File: config.mk
export PLATFORM = sky130hd
export DESIGN_NAME = vmon_ctrl
export DESIGN_NICKNAME = d
export VERILOG_FILES = /design/src/rtl/vmon_pkg.sv /design/src/rtl/vmon_sync.sv /design/src/rtl/vmon_regs.sv /design/src/rtl/vmon_fsm.sv /design/src/rtl/vmon_ctrl.sv
export SDC_FILE = /design/constraint.sdc
export NUM_CORES = 1
export LEC_CHECK = 0
export BUFFER_PORTS_ARGS = -buffer_cell sky130_fd_sc_hd__buf_2
export CORE_UTILIZATION = 50
export DETAILED_ROUTE_END_ITERATION = 12
export PLACE_DENSITY = 0.83
export SETUP_SLACK_MARGIN = 0.02
export SYNTH_ARGS = -nofsm -noshare
export SYNTH_HDL_FRONTEND = slang
export SYNTH_SLANG_ARGS = --single-unit
File: constraint.sdc
create_clock -name clk -period 1.8 [get_ports clk]
set_input_delay 0.18 -clock clk [delete_from_list [all_inputs] [get_ports clk]]
set_output_delay 0.18 -clock clk [all_outputs]
set_load 0.005 [all_outputs]
File: src/rtl/vmon_pkg.sv
package vmon_pkg;

    localparam int NUM_SRC  = 4;
    localparam int SRC_W    = $clog2(NUM_SRC);
    localparam int MODE_W   = 3;
    localparam int CTRL_W   = MODE_W + 1;
    localparam int SRC_LO   = 0;
    localparam int SRC_MID  = 1;
    localparam int SRC_HI   = 2;
    localparam int SRC_EXT  = 3;

    typedef struct packed {
        logic             legal;
        logic [SRC_W-1:0] src;
        logic             on_fall;
    } vmon_sel_t;

    typedef enum logic [1:0] {
        ST_OFF,
        ST_ARM,
        ST_WATCH
    } vmon_state_t;

    function automatic vmon_sel_t decode_mode(input logic [MODE_W-1:0] m);
        vmon_sel_t s;
        s = '0;
        unique case (m)
            3'b110:  s = '{legal: 1'b1, src: SRC_W'(SRC_EXT), on_fall: 1'b1};
            3'b100:  s = '{legal: 1'b1, src: SRC_W'(SRC_EXT), on_fall: 1'b0};
            3'b011:  s = '{legal: 1'b1, src: SRC_W'(SRC_HI),  on_fall: 1'b1};
            3'b010:  s = '{legal: 1'b1, src: SRC_W'(SRC_MID), on_fall: 1'b1};
            3'b001:  s = '{legal: 1'b1, src: SRC_W'(SRC_LO),  on_fall: 1'b1};
            default: s = '0;
        endcase
        return s;
    endfunction

endpackage

File: src/rtl/vmon_sync.sv
module vmon_sync #(
    parameter int   WIDTH     = 4,
    parameter int   STAGES    = 2,
    parameter logic RESET_VAL = 1'b1
) (
    input  logic             clk,
    input  logic             rst_n,
    input  logic [WIDTH-1:0] d_in,
    output logic [WIDTH-1:0] d_out
);

    logic [WIDTH-1:0] stage_q [STAGES];

    for (genvar g = 0; g < STAGES; g++) begin : g_stage
        always_ff @(posedge clk or negedge rst_n) begin
            if (!rst_n) begin
                stage_q[g] <= {WIDTH{RESET_VAL}};
            end else if (g == 0) begin
                stage_q[g] <= d_in;
            end else begin
                stage_q[g] <= stage_q[(g == 0) ? 0 : g - 1];
            end
        end
    end

    assign d_out = stage_q[STAGES-1];

endmodule

File: src/rtl/vmon_regs.sv
module vmon_regs
    import vmon_pkg::*;
(
    input  logic              clk,
    input  logic              rst_n,
    input  logic              wr,
    input  logic [CTRL_W-1:0] wdata,
    output logic [MODE_W-1:0] mode_q,
    output logic              mask_q,
    output logic              mode_chg,
    output logic [MODE_W-1:0] mode_next
);

    logic [CTRL_W-1:0] ctrl_q;

    always_ff @(posedge clk or negedge rst_n) begin
        if (!rst_n) begin
            ctrl_q <= {CTRL_W{1'b1}};
        end else if (wr) begin
            ctrl_q <= wdata;
        end
    end

    assign mode_q    = ctrl_q[CTRL_W-1:1];
    assign mask_q    = ctrl_q[0];
    assign mode_next = wdata[CTRL_W-1:1];
    assign mode_chg  = wr && (wdata[CTRL_W-1:1] != ctrl_q[CTRL_W-1:1]);

endmodule

File: src/rtl/vmon_fsm.sv
module vmon_fsm
    import vmon_pkg::*;
(
    input  logic               clk,
    input  logic               rst_n,
    input  logic [NUM_SRC-1:0] lvl,
    input  logic [MODE_W-1:0]  mode_q,
    input  logic               mask_q,
    input  logic               mode_chg,
    input  logic [MODE_W-1:0]  mode_next,
    output logic               irq,
    output logic               status
);

    vmon_state_t state_q, state_d;
    vmon_sel_t   cur_sel, nxt_sel;
    logic        sel_lvl, hist_q, edge_hit, irq_q;

    assign cur_sel  = decode_mode(mode_q);
    assign nxt_sel  = decode_mode(mode_next);
    assign sel_lvl  = lvl[cur_sel.src];
    assign status   = cur_sel.legal ? sel_lvl : 1'b1;
    assign edge_hit = cur_sel.on_fall ? (hist_q & ~sel_lvl) : (~hist_q & sel_lvl);

    always_comb begin
        state_d = state_q;
        if (mode_chg) begin
            state_d = nxt_sel.legal ? ST_ARM : ST_OFF;
        end else begin
            unique case (state_q)
                ST_OFF:   state_d = ST_OFF;
                ST_ARM:   state_d = ST_WATCH;
                ST_WATCH: state_d = ST_WATCH;
                default:  state_d = ST_OFF;
            endcase
        end
    end

    always_ff @(posedge clk or negedge rst_n) begin
        if (!rst_n) state_q <= ST_OFF;
        else        state_q <= state_d;
    end

    always_ff @(posedge clk or negedge rst_n) begin
        if (!rst_n) begin
            hist_q <= 1'b1;
            irq_q  <= 1'b0;
        end else begin
            unique case (state_q)
                ST_OFF: begin
                    hist_q <= 1'b1;
                    irq_q  <= 1'b0;
                end
                ST_ARM: begin
                    hist_q <= sel_lvl;
                    irq_q  <= 1'b0;
                end
                ST_WATCH: begin
                    hist_q <= sel_lvl;
                    irq_q  <= edge_hit && !mask_q;
                end
                default: begin
                    hist_q <= 1'b1;
                    irq_q  <= 1'b0;
                end
            endcase
        end
    end

    assign irq = irq_q;

    assert_irq_masked_R9: assert property (@(posedge clk) disable iff (!rst_n)
        irq_q |-> $past(!mask_q));

    // the disabled and illegal modes stay silent
    assert_off_silent_R3: assert property (@(posedge clk) disable iff (!rst_n)
        (state_q == ST_OFF) |=> !irq_q);

    assert_arm_silent_R11: assert property (@(posedge clk) disable iff (!rst_n)
        (state_q == ST_ARM) |=> !irq_q);

    assert_irq_from_watch_R10: assert property (@(posedge clk) disable iff (!rst_n)
        irq_q |-> $past(state_q == ST_WATCH));

endmodule

File: src/rtl/vmon_ctrl.sv
module vmon_ctrl
    import vmon_pkg::*;
#(
    parameter int SYNC_STAGES = 2
) (
    input  logic               clk,
    input  logic               rst_n,
    input  logic               io_wr,
    input  logic [CTRL_W-1:0]  io_wdata,
    output logic [CTRL_W-1:0]  io_rdata,
    input  logic [NUM_SRC-1:0] cmp_lvl,
    output logic               irq_req
);

    logic [NUM_SRC-1:0] lvl_sync;
    logic [MODE_W-1:0]  mode_q, mode_next;
    logic               mask_q, mode_chg, status;

    vmon_sync #(.WIDTH(NUM_SRC), .STAGES(SYNC_STAGES), .RESET_VAL(1'b1)) u_sync (
        .clk   (clk),
        .rst_n (rst_n),
        .d_in  (cmp_lvl),
        .d_out (lvl_sync)
    );

    vmon_regs u_regs (
        .clk       (clk),
        .rst_n     (rst_n),
        .wr        (io_wr),
        .wdata     (io_wdata),
        .mode_q    (mode_q),
        .mask_q    (mask_q),
        .mode_chg  (mode_chg),
        .mode_next (mode_next)
    );

    vmon_fsm u_fsm (
        .clk       (clk),
        .rst_n     (rst_n),
        .lvl       (lvl_sync),
        .mode_q    (mode_q),
        .mask_q    (mask_q),
        .mode_chg  (mode_chg),
        .mode_next (mode_next),
        .irq       (irq_req),
        .status    (status)
    );

    assign io_rdata = {{(CTRL_W-2){1'b0}}, mask_q, status};

endmodule

# Word level (Yosys, flattened, before mapping)
# Cells that the tools add are included.
word_totals:
  regBits: 16
  word_cells: 39
  in_bits: 11
op_classes:
  n_lt_le_gt_ge: 1
  bitwise: 4
  n_eq_ne: 13
  muxes: 11
  reduce_logical: 4
op_table:
  columns: ["op", "n"]
  rows:
  - ["case mux 4 bit (5 select lines)", 2]
  - ["equality test 3 x 2 -> 1 bit, second input constant", 4]
  - ["equality test 3 bit, second input constant", 4]
  - ["equality test 3 x 1 -> 1 bit, second input constant", 2]
  - ["2-to-1 mux 1 bit", 6]
  - ["2-to-1 mux 2 bit", 2]
  - ["< comparator 2 x 3 -> 1 bit, second input constant", 1]
  - ["!= test 3 bit", 1]
  - ["AND 1 bit", 2]
  - ["binary-select mux 1 bit (select 2 bit)", 1]
  - ["equality test 2 x 1 -> 1 bit, second input constant", 1]
  - ["equality test 2 bit, second input constant", 1]
  - ["logical AND 1 bit", 2]
  - ["inverter 1 bit", 2]
  - ["OR reduction 2 bit", 1]
  - ["zero test 1 bit", 1]

# Logic depth before layout (Yosys ltp)
logic_depth:
  word_depth: 9
  depth_mapped: 6

# Modules after synthesis
# A second synthesis with hierarchy kept.
hier_totals:
  hier_cells: 65
  area_unflattened_um2: 744.5
by_module_without_submodules:
  columns: ["mod", "seq_area_each_um2", "n_inst", "area_per_inst_um2", "cells_per_inst"]
  rows:
  - ["vmon_fsm", 101.3, 1, 262.8, 33]
  - ["vmon_sync", 210.2, 1, 240.2, 12]
  - ["vmon_regs", 105.1, 1, 207.7, 15]
  - ["vmon_ctrl", 0.0, 1, 33.8, 5]

# Worst setup path before layout
# OpenSTA, ideal clock, no wires.
synth_path:
  kind: "register to register"
  startpoint: "register u_regs.ctrl_q[1]"
  endpoint: "register u_fsm.irq_q, in the netlist u_fsm.irq"
  path_buffers: 1
  slack_ps: 476
  arrival_time_ps: 1245
  t_required_ps: 1721
  setup_time_ps: 79
  path_stages_with_launch: 5
  path_cell_list: "dfstp_2 buf_6 a21oi_1 or4b_1 mux2i_1"
synth_via:
  elab_chain_len: 9
  elab_cells_between_ends: 14
  cone_classes: "eq/ne: 5; mux: 5; bitwise: 3; reduce/logical: 1"
synth_rtl:
  columns: ["element", "line", "rtl"]
  rows:
  - ["from (decl)", "vmon_regs.sv:14", "logic [CTRL_W-1:0] ctrl_q;"]
  - ["from (signal assigned)", "vmon_regs.sv:18", "ctrl_q <= {CTRL_W{1'b1}};"]
  - ["from (signal assigned)", "vmon_regs.sv:20", "ctrl_q <= wdata;"]
  - ["equality test 3 x 1 -> 1 bit (tied with other cells)", "vmon_pkg.sv:27", "unique case (m)"]
  - ["case mux 4 bit (5 select lines) (*)", "vmon_pkg.sv:27", null]
  - ["binary-select mux 1 bit (select 2 bit)", "vmon_fsm.sv:21", "assign sel_lvl = lvl[cur_sel.src];"]
  - ["2-to-1 mux 1 bit (not written as such)", "vmon_fsm.sv:21", null]
  - ["inverter 1 bit", "vmon_fsm.sv:23", "assign edge_hit = cur_sel.on_fall ? (hist_q & ~sel_lvl) : (~hist_q & sel_lvl);"]
  - ["AND 1 bit", "vmon_fsm.sv:23", null]
  - ["2-to-1 mux 1 bit (*)", "vmon_fsm.sv:23", null]
  - ["logical AND 1 bit (*)", "vmon_fsm.sv:60", "irq_q <= edge_hit && !mask_q;"]
  - ["2-to-1 mux 1 bit (*)", "vmon_fsm.sv:49", "unique case (state_q)"]
  - ["to (signal assigned)", "vmon_fsm.sv:60", null]
  - ["to (decl)", "vmon_fsm.sv:17", "logic sel_lvl, hist_q, edge_hit, irq_q;"]
# Every way passes the cells marked *; elsewhere a longest branch is shown, timed or not. The select of a mux whose other input is x is not followed.
# A chain may end at the register's enable or synchronous reset.

# Worst setup path in the final report
layout_path:
  startpoint: "register u_regs.ctrl_q[3]"
  endpoint: "output port io_rdata[0]"
layout_via:
  elab_chain_len: 5
  elab_cells_between_ends: 9
  cone_classes: "eq/ne: 5; mux: 4"
layout_rtl:
  columns: ["element", "line", "rtl"]
  rows:
  - ["equality test 3 x 1 -> 1 bit (tied with other cells)", "vmon_pkg.sv:27", null]
  - ["case mux 4 bit (5 select lines) (*)", "vmon_pkg.sv:27", null]
  - ["binary-select mux 1 bit (select 2 bit)", "vmon_fsm.sv:21", null]
  - ["2-to-1 mux 1 bit (not written as such)", "vmon_fsm.sv:21", null]
  - ["2-to-1 mux 1 bit (*)", "vmon_fsm.sv:22", "assign status = cur_sel.legal ? sel_lvl : 1'b1;"]
  - ["to (decl)", "vmon_ctrl.sv:10", "output logic [CTRL_W-1:0] io_rdata,"]
# Marks and branches as above.

==> results.txt <==
Int Power = 0.0005534 W
Ys Warns = 0
Synthesized area = 694.4 µm²
Gr ovfl total = 0
Clock skew = 0.0006770 ns
TritonCTS buffer count = 3
Seq/Total Area, Yosys = 60.00%
Net load switching power = 0.0001809 W
Setup tns final = 0 ns
Leakage = 0.3483 nW
Drt wl/cell = 12.67 µm
Total GRT Usage = 18.41%
H-Tree Depth = 1
Count of final max-slew check failures = 0
Status = finished, final reports clean
Crit path launch type = flip-flop
Clk buf depth = 2
PD cells = 900.1 mW/mm²
Via-to-Cell Ratio = 5.047
Hold Crit Class = in -> reg
Via count = 429
Tot Pwr = 0.0007343 W
Crit end category = primary output
Row cnt = 13
Area Overhead vs Synth = 17.48%
Biggest area consumer among synthesized cells = dfstp_2
# diodes = 0
Core Area = 0.001301 mm²
Synth area leaders = dfstp_2 49%, dfrtp_1 11%, mux2_2 6.5%, buf_4 4.3%, xor2_1 3.8%
CP Class = reg -> out
CTS tree = done
Min cycle time layout = 1.682 ns
Initial antenna violation count = 0
Worst path arrival time = 1.50 ns
DRC = 0
Final GP Congestion = 0.8135
Clock Latency Late Sink = 0.28 ns
PortBufs = 13
Layout cells sized above 1 = 52.86%
Period utilization = 93.46%
First-pass GRT wire length = 1800 µm
Syn_area_per_cell = 13.10 µm²
Synth top area share = 49.19%
Post-DRT Antenna Nets = 0
CP Max Fanout = 9
CP top delay family = flip-flops
Flop pwr share = 59.1%
Clock power frac = 25.8%
Area of the die = 0.001542 mm²
IO Pins = 16
Final core occ = 62.69%
Sw Share = 24.63%
Max-cap violations = 0
Starting Density = 53.37%
Hpwl dp = 776.1 µm
Total wire length = 1077 µm
DRT iter0 DRCs = 4
CP max stage delay = 0.63 ns
Buf/Inv on CP = 1
Vias in the first global route = 472
Crit-path slowest cell = dfstp_2
Die width = 39.27 µm
Cells after Synth = 53
Crit-path cells = nand3b_1 > a31oi_2 > nor2_2 > nand2_1 > buf_2
Final setup fails = 0
Netlist cell types = 23
Combinational power share = 15.1%
Die H = 39.27 µm
Worst-case vdd ir drop = 0.5472 mV
Final Hold Fails = 0
Largest net degree at the start of global routing = 17
#FFs+latches synth = 16
Root Driver = clkbuf_4
Critical path required time = 1.62 ns
Final #Nets = 83
Clock Sinks = 16
FMAX = 594.4 MHz
DR pass1 iterations = 4
Worst-path clk slew = 0.09 ns
## sequential cells by signal (all words and copies together), names as in the netlist
| signal | count |
|---|---|
| u_fsm.hist_q | 1 |
| u_fsm.irq | 1 |
| u_fsm.state_q | 2 |
| u_regs.ctrl_q | 4 |
| u_sync.d_out | 4 |
| u_sync.stage_q | 4 |
## through the flow
stage,cells,worst slack (ns),cell area (µm²),hold WS (ns)
after CTS,85,0.1235,805.8,0.1049
final,85,0.1177,815.8,0.1259
after floorplan,54,0.4759,698.2,-0.1156
after detailed placement,76,0.4324,729.5,0.09816
after global routing,85,-0.006065,815.8,0.1051
after global placement,76,0.4643,729.5,0.09430
## area by class of cell
type,instances,area [µm²]
inverter,1,3.754
multi-input combinational,31,235.2
tap,15,18.77
fill,100,485.5
sequential,16,416.7
clock buffer,4,26.28
timing repair buffer,18,115.1
## Yosys cell counts
master	instances
a21oi_1	4
nand2_1	2
a31oi_1	1
nand4b_1	1
inv_1	1
buf_6	2
ha_1	1
o31ai_1	1
nand2b_1	1
mux2_2	4
mux2i_1	1
nor3_1	2
nand3b_1	2
dfrtp_1	3
conb_1	1
or3_1	1
or4b_1	1
dfstp_2	13
nor2b_1	1
a211oi_1	1
xor2_1	3
nor2_2	2
buf_4	4
## placed cells by master, fill, tap and decap left out, types with 2 or more instances in the layout
cell | Yosys | routed
buf_2 | 0 | 13
dfstp_2 | 13 | 13
dlygate4sd3_1 | 0 | 5
mux2_2 | 4 | 4
xor2_1 | 3 | 3
a21oi_1 | 4 | 3
clkbuf_4 | 0 | 3
dfrtp_1 | 3 | 3
nor3_1 | 2 | 2
nand3b_1 | 2 | 2
nand2_1 | 2 | 2
nor2_2 | 2 | 2
conb_1 | 1 | 2
## routing by layer
layer  routed length [µm]  track usage [%]  vias up
li1                     -                -      208
met1                  441            16.42      209
met2                  590            35.00       10
met3                   38            5.682        2
met4                    6            11.21        0
met5                    0                0        -
## power groups by stage
| stage | clock network, W | logic (W) | registers, W |
|---|---|---|---|
| 2_1_floorplan | 0 | 0.0000891 | 0.000425 |
| 3_3_place_gp | 0 | 0.0000957 | 0.000437 |
| 3_5_place_dp | 0 | 0.000100 | 0.000440 |
| 4_1_cts | 0.000204 | 0.000108 | 0.000434 |
| 5_1_grt | 0.000221 | 0.000125 | 0.000441 |
| 6_report | 0.000189 | 0.000111 | 0.000434 |
## worst reg2reg max path, cell delays in order, from the launching register on
cell and delay [ns]:
dfstp_2 0.63, a21oi_1 0.10, or4b_1 0.47, mux2i_1 0.13
## worst paths after layout
check	startpoint	endpoint	slack (ns)	depth (start not counted)
max	u_regs.ctrl_q[3]	io_rdata[0]	0.12	5
min	io_wdata[3]	u_fsm.state_q[0]	0.13	2
max reg2reg	u_regs.ctrl_q[1]	u_fsm.irq	0.40	3
min reg2reg	u_sync.stage_q[5]	u_sync.d_out[1]	0.36	0
max in group asynchronous	rst_n	u_sync.stage_q[6]	1.18	2
min in group asynchronous	rst_n	u_fsm.state_q[0]	0.32	2
## logic make-up after synthesis
kind of cell               count (synthesis)  synth area share, %
DFF                                       16                60.00
and+or+nand+nor                           13                11.89
AOI/OAI and AO/OA                          7                5.947
buffers and inverters                      7                8.108
muxes                                      5                7.928
xor gates and xnor gates                   3                3.784
adders and majority gates                  1                1.802
other                                      1               0.5400
## timing repair
action / in CTS / in global routing
hold endpoints to repair: 7 / 0
gates resized for setup: 0 / 2
setup buffers: 0 / 0
hold buffers: 5 / 0
setup endpoints to repair: 0 / 1
No activity file was read; power rests on OpenSTA's default activity.
